**config.mk**
```make
export PLATFORM = sky130hd
export DESIGN_NAME = mmc_busclk_ctrl
export DESIGN_NICKNAME = d
export VERILOG_FILES = /design/src/rtl/mmc_busclk_pkg.sv /design/src/rtl/mmc_busclk_rate_map.sv /design/src/rtl/mmc_busclk_sequencer.sv /design/src/rtl/mmc_busclk_preamble.sv /design/src/rtl/mmc_busclk_ctrl.sv
export SDC_FILE = /design/constraint.sdc
export NUM_CORES = 1
export LEC_CHECK = 0
export BUFFER_PORTS_ARGS = -buffer_cell sky130_fd_sc_hd__buf_2
export CAP_MARGIN = 10
export CORE_MARGIN = 4
export CORE_UTILIZATION = 50
export CTS_CLUSTER_SIZE = 30
export DETAILED_ROUTE_END_ITERATION = 8
export GPL_TIMING_DRIVEN = 0
export PLACE_DENSITY = 0.69
export SYNTH_ARGS = -nofsm -noshare
export SYNTH_HDL_FRONTEND = slang
export SYNTH_SLANG_ARGS = --single-unit
```
**constraint.sdc**
```tcl
create_clock -name clk -period 2.4 [get_ports clk]
set_input_delay 0.36 -clock clk [delete_from_list [all_inputs] [get_ports clk]]
set_output_delay 0.36 -clock clk [all_outputs]
set_load 0.1 [all_outputs]
```
**src/rtl/mmc_busclk_pkg.sv**
```systemverilog
package mmc_busclk_pkg;

   typedef enum logic [1:0] {
      PH_OFF  = 2'd0,
      PH_LOW  = 2'd1,
      PH_HIGH = 2'd2
   } busclk_phase_e;

   // Terminal count of the half-period counter for a given code.
   function automatic int unsigned half_term(input int unsigned base_half,
                                             input int unsigned code);
      return (base_half << code) - 1;
   endfunction

endpackage

```
**src/rtl/mmc_busclk_rate_map.sv**
```systemverilog
module mmc_busclk_rate_map #(
   parameter int unsigned RATE_W    = 3,
   parameter int unsigned NUM_RATES = 7,
   parameter int unsigned BASE_HALF = 1,
   parameter int unsigned CNT_W     = 8,
   parameter bit          USE_TABLE = 1'b0
) (
   input  logic [RATE_W-1:0] rate_code,
   output logic              rate_ok,
   output logic [CNT_W-1:0]  term
);
   import mmc_busclk_pkg::*;

   assign rate_ok = (int'(rate_code) < NUM_RATES);

   if (USE_TABLE) begin : g_table
      logic [CNT_W-1:0] term_tab [NUM_RATES];
      for (genvar i = 0; i < NUM_RATES; i++) begin : g_ent
         assign term_tab[i] = CNT_W'(half_term(BASE_HALF, i));
      end
      always_comb begin
         term = '0;
         for (int k = 0; k < NUM_RATES; k++) begin
            if (int'(rate_code) == k) term = term_tab[k];
         end
      end
   end else begin : g_shift
      logic [CNT_W-1:0] base_v;
      assign base_v = CNT_W'(BASE_HALF);
      always_comb begin
         term = '0;
         if (rate_ok) term = (base_v << rate_code) - CNT_W'(1);
      end
   end

endmodule

```
**src/rtl/mmc_busclk_sequencer.sv**
```systemverilog
module mmc_busclk_sequencer #(
   parameter int unsigned CNT_W = 8
) (
   input  logic             clk,
   input  logic             rst_n,
   input  logic             start_req,
   input  logic             stop_req,
   input  logic             rate_ok,
   input  logic [CNT_W-1:0] term_in,
   output logic             clk_on,
   output logic             bus_lvl,
   output logic             rise_en,
   output logic             fall_en,
   output logic             off_evt
);
   import mmc_busclk_pkg::*;

   busclk_phase_e    ph_q;
   logic [CNT_W-1:0] cnt_q;
   logic [CNT_W-1:0] term_q;
   logic             stop_pend_q;
   logic             evt_q;
   logic             running;
   logic             tick;

   assign running = (ph_q != PH_OFF);
   assign tick    = running && (cnt_q == term_q);
   assign rise_en = tick && (ph_q == PH_LOW) && !stop_pend_q;
   assign fall_en = tick && (ph_q == PH_HIGH);
   assign clk_on  = running;
   assign bus_lvl = (ph_q == PH_HIGH);
   assign off_evt = evt_q;

   always_ff @(posedge clk) begin
      if (!rst_n) begin
         ph_q        <= PH_OFF;
         cnt_q       <= '0;
         term_q      <= '0;
         stop_pend_q <= 1'b0;
         evt_q       <= 1'b0;
      end else begin
         evt_q <= 1'b0;
         unique case (ph_q)
            PH_OFF: begin
               if (start_req && rate_ok) begin
                  ph_q        <= PH_LOW;
                  term_q      <= term_in;
                  cnt_q       <= term_in;
                  stop_pend_q <= 1'b0;
               end
            end
            PH_LOW: begin
               if (stop_req) stop_pend_q <= 1'b1;
               if (tick) begin
                  cnt_q <= '0;
                  if (stop_pend_q) begin
                     ph_q        <= PH_OFF;
                     stop_pend_q <= 1'b0;
                     evt_q       <= 1'b1;
                  end else begin
                     ph_q <= PH_HIGH;
                  end
               end else begin
                  cnt_q <= cnt_q + CNT_W'(1);
               end
            end
            PH_HIGH: begin
               if (stop_req) stop_pend_q <= 1'b1;
               if (tick) begin
                  cnt_q <= '0;
                  ph_q  <= PH_LOW;
               end else begin
                  cnt_q <= cnt_q + CNT_W'(1);
               end
            end
            default: begin
               ph_q <= PH_OFF;
            end
         endcase
      end
   end

endmodule

```
**src/rtl/mmc_busclk_preamble.sv**
```systemverilog
module mmc_busclk_preamble #(
   parameter int unsigned PRE_CLOCKS = 80,
   parameter int unsigned PRE_W      = 7
) (
   input  logic clk,
   input  logic rst_n,
   input  logic cmd_req,
   input  logic cmd_init,
   input  logic fall_en,
   output logic cmd_start,
   output logic pre_busy
);
   logic [PRE_W-1:0] left_q;
   logic             go_q;

   assign pre_busy  = (left_q != '0);
   assign cmd_start = go_q;

   always_ff @(posedge clk) begin
      if (!rst_n) begin
         left_q <= '0;
         go_q   <= 1'b0;
      end else begin
         go_q <= 1'b0;
         if (pre_busy) begin
            if (fall_en) begin
               left_q <= left_q - PRE_W'(1);
               if (left_q == PRE_W'(1)) go_q <= 1'b1;
            end
         end else if (cmd_req) begin
            if (cmd_init) left_q <= PRE_W'(PRE_CLOCKS);
            else          go_q   <= 1'b1;
         end
      end
   end

endmodule

```
**src/rtl/mmc_busclk_ctrl.sv**
```systemverilog
module mmc_busclk_ctrl #(
   parameter int unsigned RATE_W     = 3,
   parameter int unsigned NUM_RATES  = 7,
   parameter int unsigned BASE_HALF  = 1,
   parameter int unsigned PRE_CLOCKS = 80,
   parameter bit          USE_TABLE  = 1'b0
) (
   input  logic              clk,
   input  logic              rst_n,
   input  logic [RATE_W-1:0] rate_code,
   input  logic              start_req,
   input  logic              stop_req,
   input  logic              cmd_req,
   input  logic              cmd_init,
   output logic              clk_on,
   output logic              clk_off_evt,
   output logic              bus_lvl,
   output logic              rise_en,
   output logic              fall_en,
   output logic              cmd_start,
   output logic              pre_busy
);
   localparam int unsigned MAX_HALF = BASE_HALF << (NUM_RATES - 1);
   localparam int unsigned CNT_W    = $clog2(MAX_HALF + 1) + 1;
   localparam int unsigned PRE_W    = $clog2(PRE_CLOCKS + 1);

   if (NUM_RATES < 1 || NUM_RATES > (1 << RATE_W)) begin : g_bad_rates
      $error("NUM_RATES must fit the rate code width");
   end
   if (BASE_HALF < 1) begin : g_bad_half
      $error("BASE_HALF must be at least one cycle");
   end
   if (PRE_CLOCKS < 1) begin : g_bad_pre
      $error("PRE_CLOCKS must be at least one");
   end

   logic             rate_ok;
   logic [CNT_W-1:0] term;

   mmc_busclk_rate_map #(
      .RATE_W   (RATE_W),
      .NUM_RATES(NUM_RATES),
      .BASE_HALF(BASE_HALF),
      .CNT_W    (CNT_W),
      .USE_TABLE(USE_TABLE)
   ) u_rate (
      .rate_code(rate_code),
      .rate_ok  (rate_ok),
      .term     (term)
   );

   mmc_busclk_sequencer #(
      .CNT_W(CNT_W)
   ) u_seq (
      .clk      (clk),
      .rst_n    (rst_n),
      .start_req(start_req),
      .stop_req (stop_req),
      .rate_ok  (rate_ok),
      .term_in  (term),
      .clk_on   (clk_on),
      .bus_lvl  (bus_lvl),
      .rise_en  (rise_en),
      .fall_en  (fall_en),
      .off_evt  (clk_off_evt)
   );

   mmc_busclk_preamble #(
      .PRE_CLOCKS(PRE_CLOCKS),
      .PRE_W     (PRE_W)
   ) u_pre (
      .clk      (clk),
      .rst_n    (rst_n),
      .cmd_req  (cmd_req),
      .cmd_init (cmd_init),
      .fall_en  (fall_en),
      .cmd_start(cmd_start),
      .pre_busy (pre_busy)
   );

endmodule

```
==> flow_summary.toml <==
[power]
peakVddDrop_mv = 0.3647
power.leakage_nw = 0.8506
power_density_nw_per_um2 = 831.9

[die]
die_w_um = 66.83
pin_count = 16
die_area_um2 = 4466
start_util = 0.5186
row_count = 21
design.core.area_um2 = 3337
die_h_um = 66.83

[final_layout]
num_antenna_cells = 0
final_cell_area_um2 = 2039
nets = 255
areaGrowthSynthToFinish_pct = 17.86
finalNonFillerCells = 283
final_util = 0.6112
drive_above_1_share = 0.1983

[outcome]
status = "finished, final reports clean"

[timing]
final-hold-violation-count = 0
worst_pin_slew_ps = 817.1
skew_ps = 16.55
rsz0062_at_grt = "no"
max_freq_mhz = 432.4
period_share = 0.9635
slew_headroom = 0.4552
finalSetupTns_ps = 0
finalSetupViolCount = 0
drv_slew = 0
layout_min_cycle_time_ps = 2312

[placement]
gp_congestion = 0.8441
dp_hpwl_mm = 3.138
dpl.cell_count = 270
numPortBuffers = 14
dpl_cell_area_um2 = 1882

[yosys]
synth-edff-count = 0
syn_area_um2 = 1730
ys_ff_latch = 28
synth_top_area_share = 0.3239
synth_area_leaders = "dfxtp_1 32%, ha_1 5.8%, a21oi_1 4.9%"
syn_nets = 227
synth_cells = 210
yosys_warnings = 0
post-synth-top-count-cell = "dfxtp_1"
synth_top_area_cell = "dfxtp_1"
synth-async-reset-ratio = 0
syn_avg_cell_area_um2 = 8.240
synth_commonest_cells = "28 x dfxtp_1, 21 x nand2_1, 17 x a21oi_1, 17 x nor2_1, 11 x inv_1"
yosysSeqAreaShare = 0.3239
ys.flop_type = "dfxtp_1"
ys_types = 50

[clocking]
numCtsBuffers = 3
clkSinkCount = 28
clock-root-buffer = "clkbuf_4"
tritoncts = "yes"
clk_pin_slew_ps = 160
clock_latency_ps = 350
hold_buffers = 0
cts_buffer_depth = 2
cts_max_level = 1

[critical_path]
worstPathCellList = "inv_1 -> ha_2 -> nor4_4 -> nand3_4 -> nor3b_4 -> buf_12"
critPathLaunch = "u_seq.ph_q[0]"
cp.depth = 6
reg2reg_to = "u_pre.left_q[5]"
required_ps = 2040
cp_max_fo = 6
rrSetupSlack_ps = 180
crit_buf_inv = 2
cp-start-kind = "register"
critPathCapture = "rise_en"
cpPeakStageDelay_ps = 380
cp.arrival_ps = 1950
path_delay_family = "simple AND/OR/NAND/NOR gates"
criticalPathCategory = "reg -> out"
critPathCaptureType = "primary output"
r2r_cells = 7
slowest_stage = "dfxtp_2"
r2r_start = "u_seq.ph_q[0]"

[routing]
drt_first_pass_iters = 4
drt_wl_total_mm = 4.342
vias = 1672
wl_per_cell_um = 15.34
vias_per_cell = 5.908
route.met3.wl_um = 256
wl_met1_mm = 1.848
drc_errors = 0
top_layer = "met4"
final_antenna_net_count = 0
wl_met2_mm = 2.192
drt_iter0_drc = 151

[global_route]
grt_max_degree = 17
grtUsageTotal = 0.2181
antenna_found_initial = 0
grt.overflow.total = 0
grt_pass1_vias = 1542
grt_pass1_wl_mm = 7.389

[min_path]
hold_depth = 3
hp-class = "in -> reg"

[run]
max_cap_viol_count = 0
-- cells by family after synthesis --
| logic type | Yosys count | synth area share |
|---|---|---|
| flip-flops | 28 | 0.3239 |
| AO/OA/AOI/OAI | 60 | 0.2357 |
| buffers and inverters | 18 | 0.03904 |
| XOR/XNOR | 12 | 0.06074 |
| adder cells (fa/ha/maj) | 8 | 0.05785 |
| AND/OR/NAND/NOR | 84 | 0.2827 |
-- worst min-delay path by stage --
stage | from | endpoint | slack, ps
global route | rst_n | u_pre.left_q[5] | 330
detailed placement | u_seq.term_q[3] | u_seq.term_q[3] | 470
global placement | u_seq.term_q[3] | u_seq.term_q[3] | 460
floorplan | u_seq.term_q[3] | u_seq.term_q[3] | 450
CTS | rst_n | u_pre.left_q[5] | 320
finish | rst_n | u_pre.left_q[5] | 330
-- what timing repair did --
item,in CTS,in global routing
pin swaps,2,3
resized for setup,9,2
hold endpoints to repair,0,0
buffers inserted,2,7
endpoints found under the setup margin,3,2
-- cell usage in the layout, fill, tap and decap left out, types with 3 or more instances in the layout --
master / instances
dfxtp_1: 26
nand2_1: 21
a21oi_1: 17
nor2_1: 15
buf_2: 12
inv_1: 11
buf_4: 10
xor2_1: 9
nand3_1: 8
o21ai_0: 8
ha_1: 7
clkbuf_1: 6
a31oi_1: 6
nand4_1: 5
o211a_1: 5
nor3b_1: 4
o21a_1: 4
a211oi_1: 3
or3_1: 3
xnor2_1: 3
or4_1: 3
clkbuf_4: 3
-- layout make-up --
cell class / instances / area [µm²]
buffer: 6 / 22.52
clock buffer: 3 / 22.52
clock inverter: 1 / 30.03
fill: 322 / 1297
inverter: 12 / 45.04
multi-input combinational: 164 / 1144
sequential: 28 / 563.0
tap: 46 / 57.56
timing repair buffer: 23 / 155.1
-- registers in the layout, summed over array words and instances (netlist names) --
name               cells
u_seq.stop_pend_q      1
u_seq.off_evt          1
u_pre.left_q           7
u_pre.cmd_start        1
u_seq.ph_q             2
u_seq.cnt_q            8
u_seq.term_q           8
-- worst register-to-register path, cell delays in order, from the launching register on --
cell and delay (ps):
dfxtp_2 360, inv_1 80, ha_1 260, or4b_1 510, a2111oi_0 530, nand4_1 180
xor2_1 170, nor2_1 50
-- metal layers --
metal	up-vias	track usage
li1	829	-
met1	781	0.2781
met2	56	0.3564
met3	6	0.03710
met4	0	0.09898
met5	-	0
-- where the power goes --
part / switching [W] / internal (W) / total [W]
registers: 0.0000764 / 0.000530 / 0.000607
logic: 0.000493 / 0.000280 / 0.000772
clock network: 0.000148 / 0.000169 / 0.000317
-- through the flow --
| stage | total power, W | setup WS (ps) | hold WS [ps] |
|---|---|---|---|
| after global placement | 0.001287 | -216.7 | 461.0 |
| after floorplan | 0.001149 | -241.7 | 448.1 |
| after CTS | 0.001657 | 14.76 | 320.8 |
| after detailed placement | 0.001304 | -259.8 | 467.7 |
| after global routing | 0.001800 | 8.123 | 334.8 |
| final | 0.001697 | 87.56 | 329.6 |
Power figures use the tool's default switching activity.
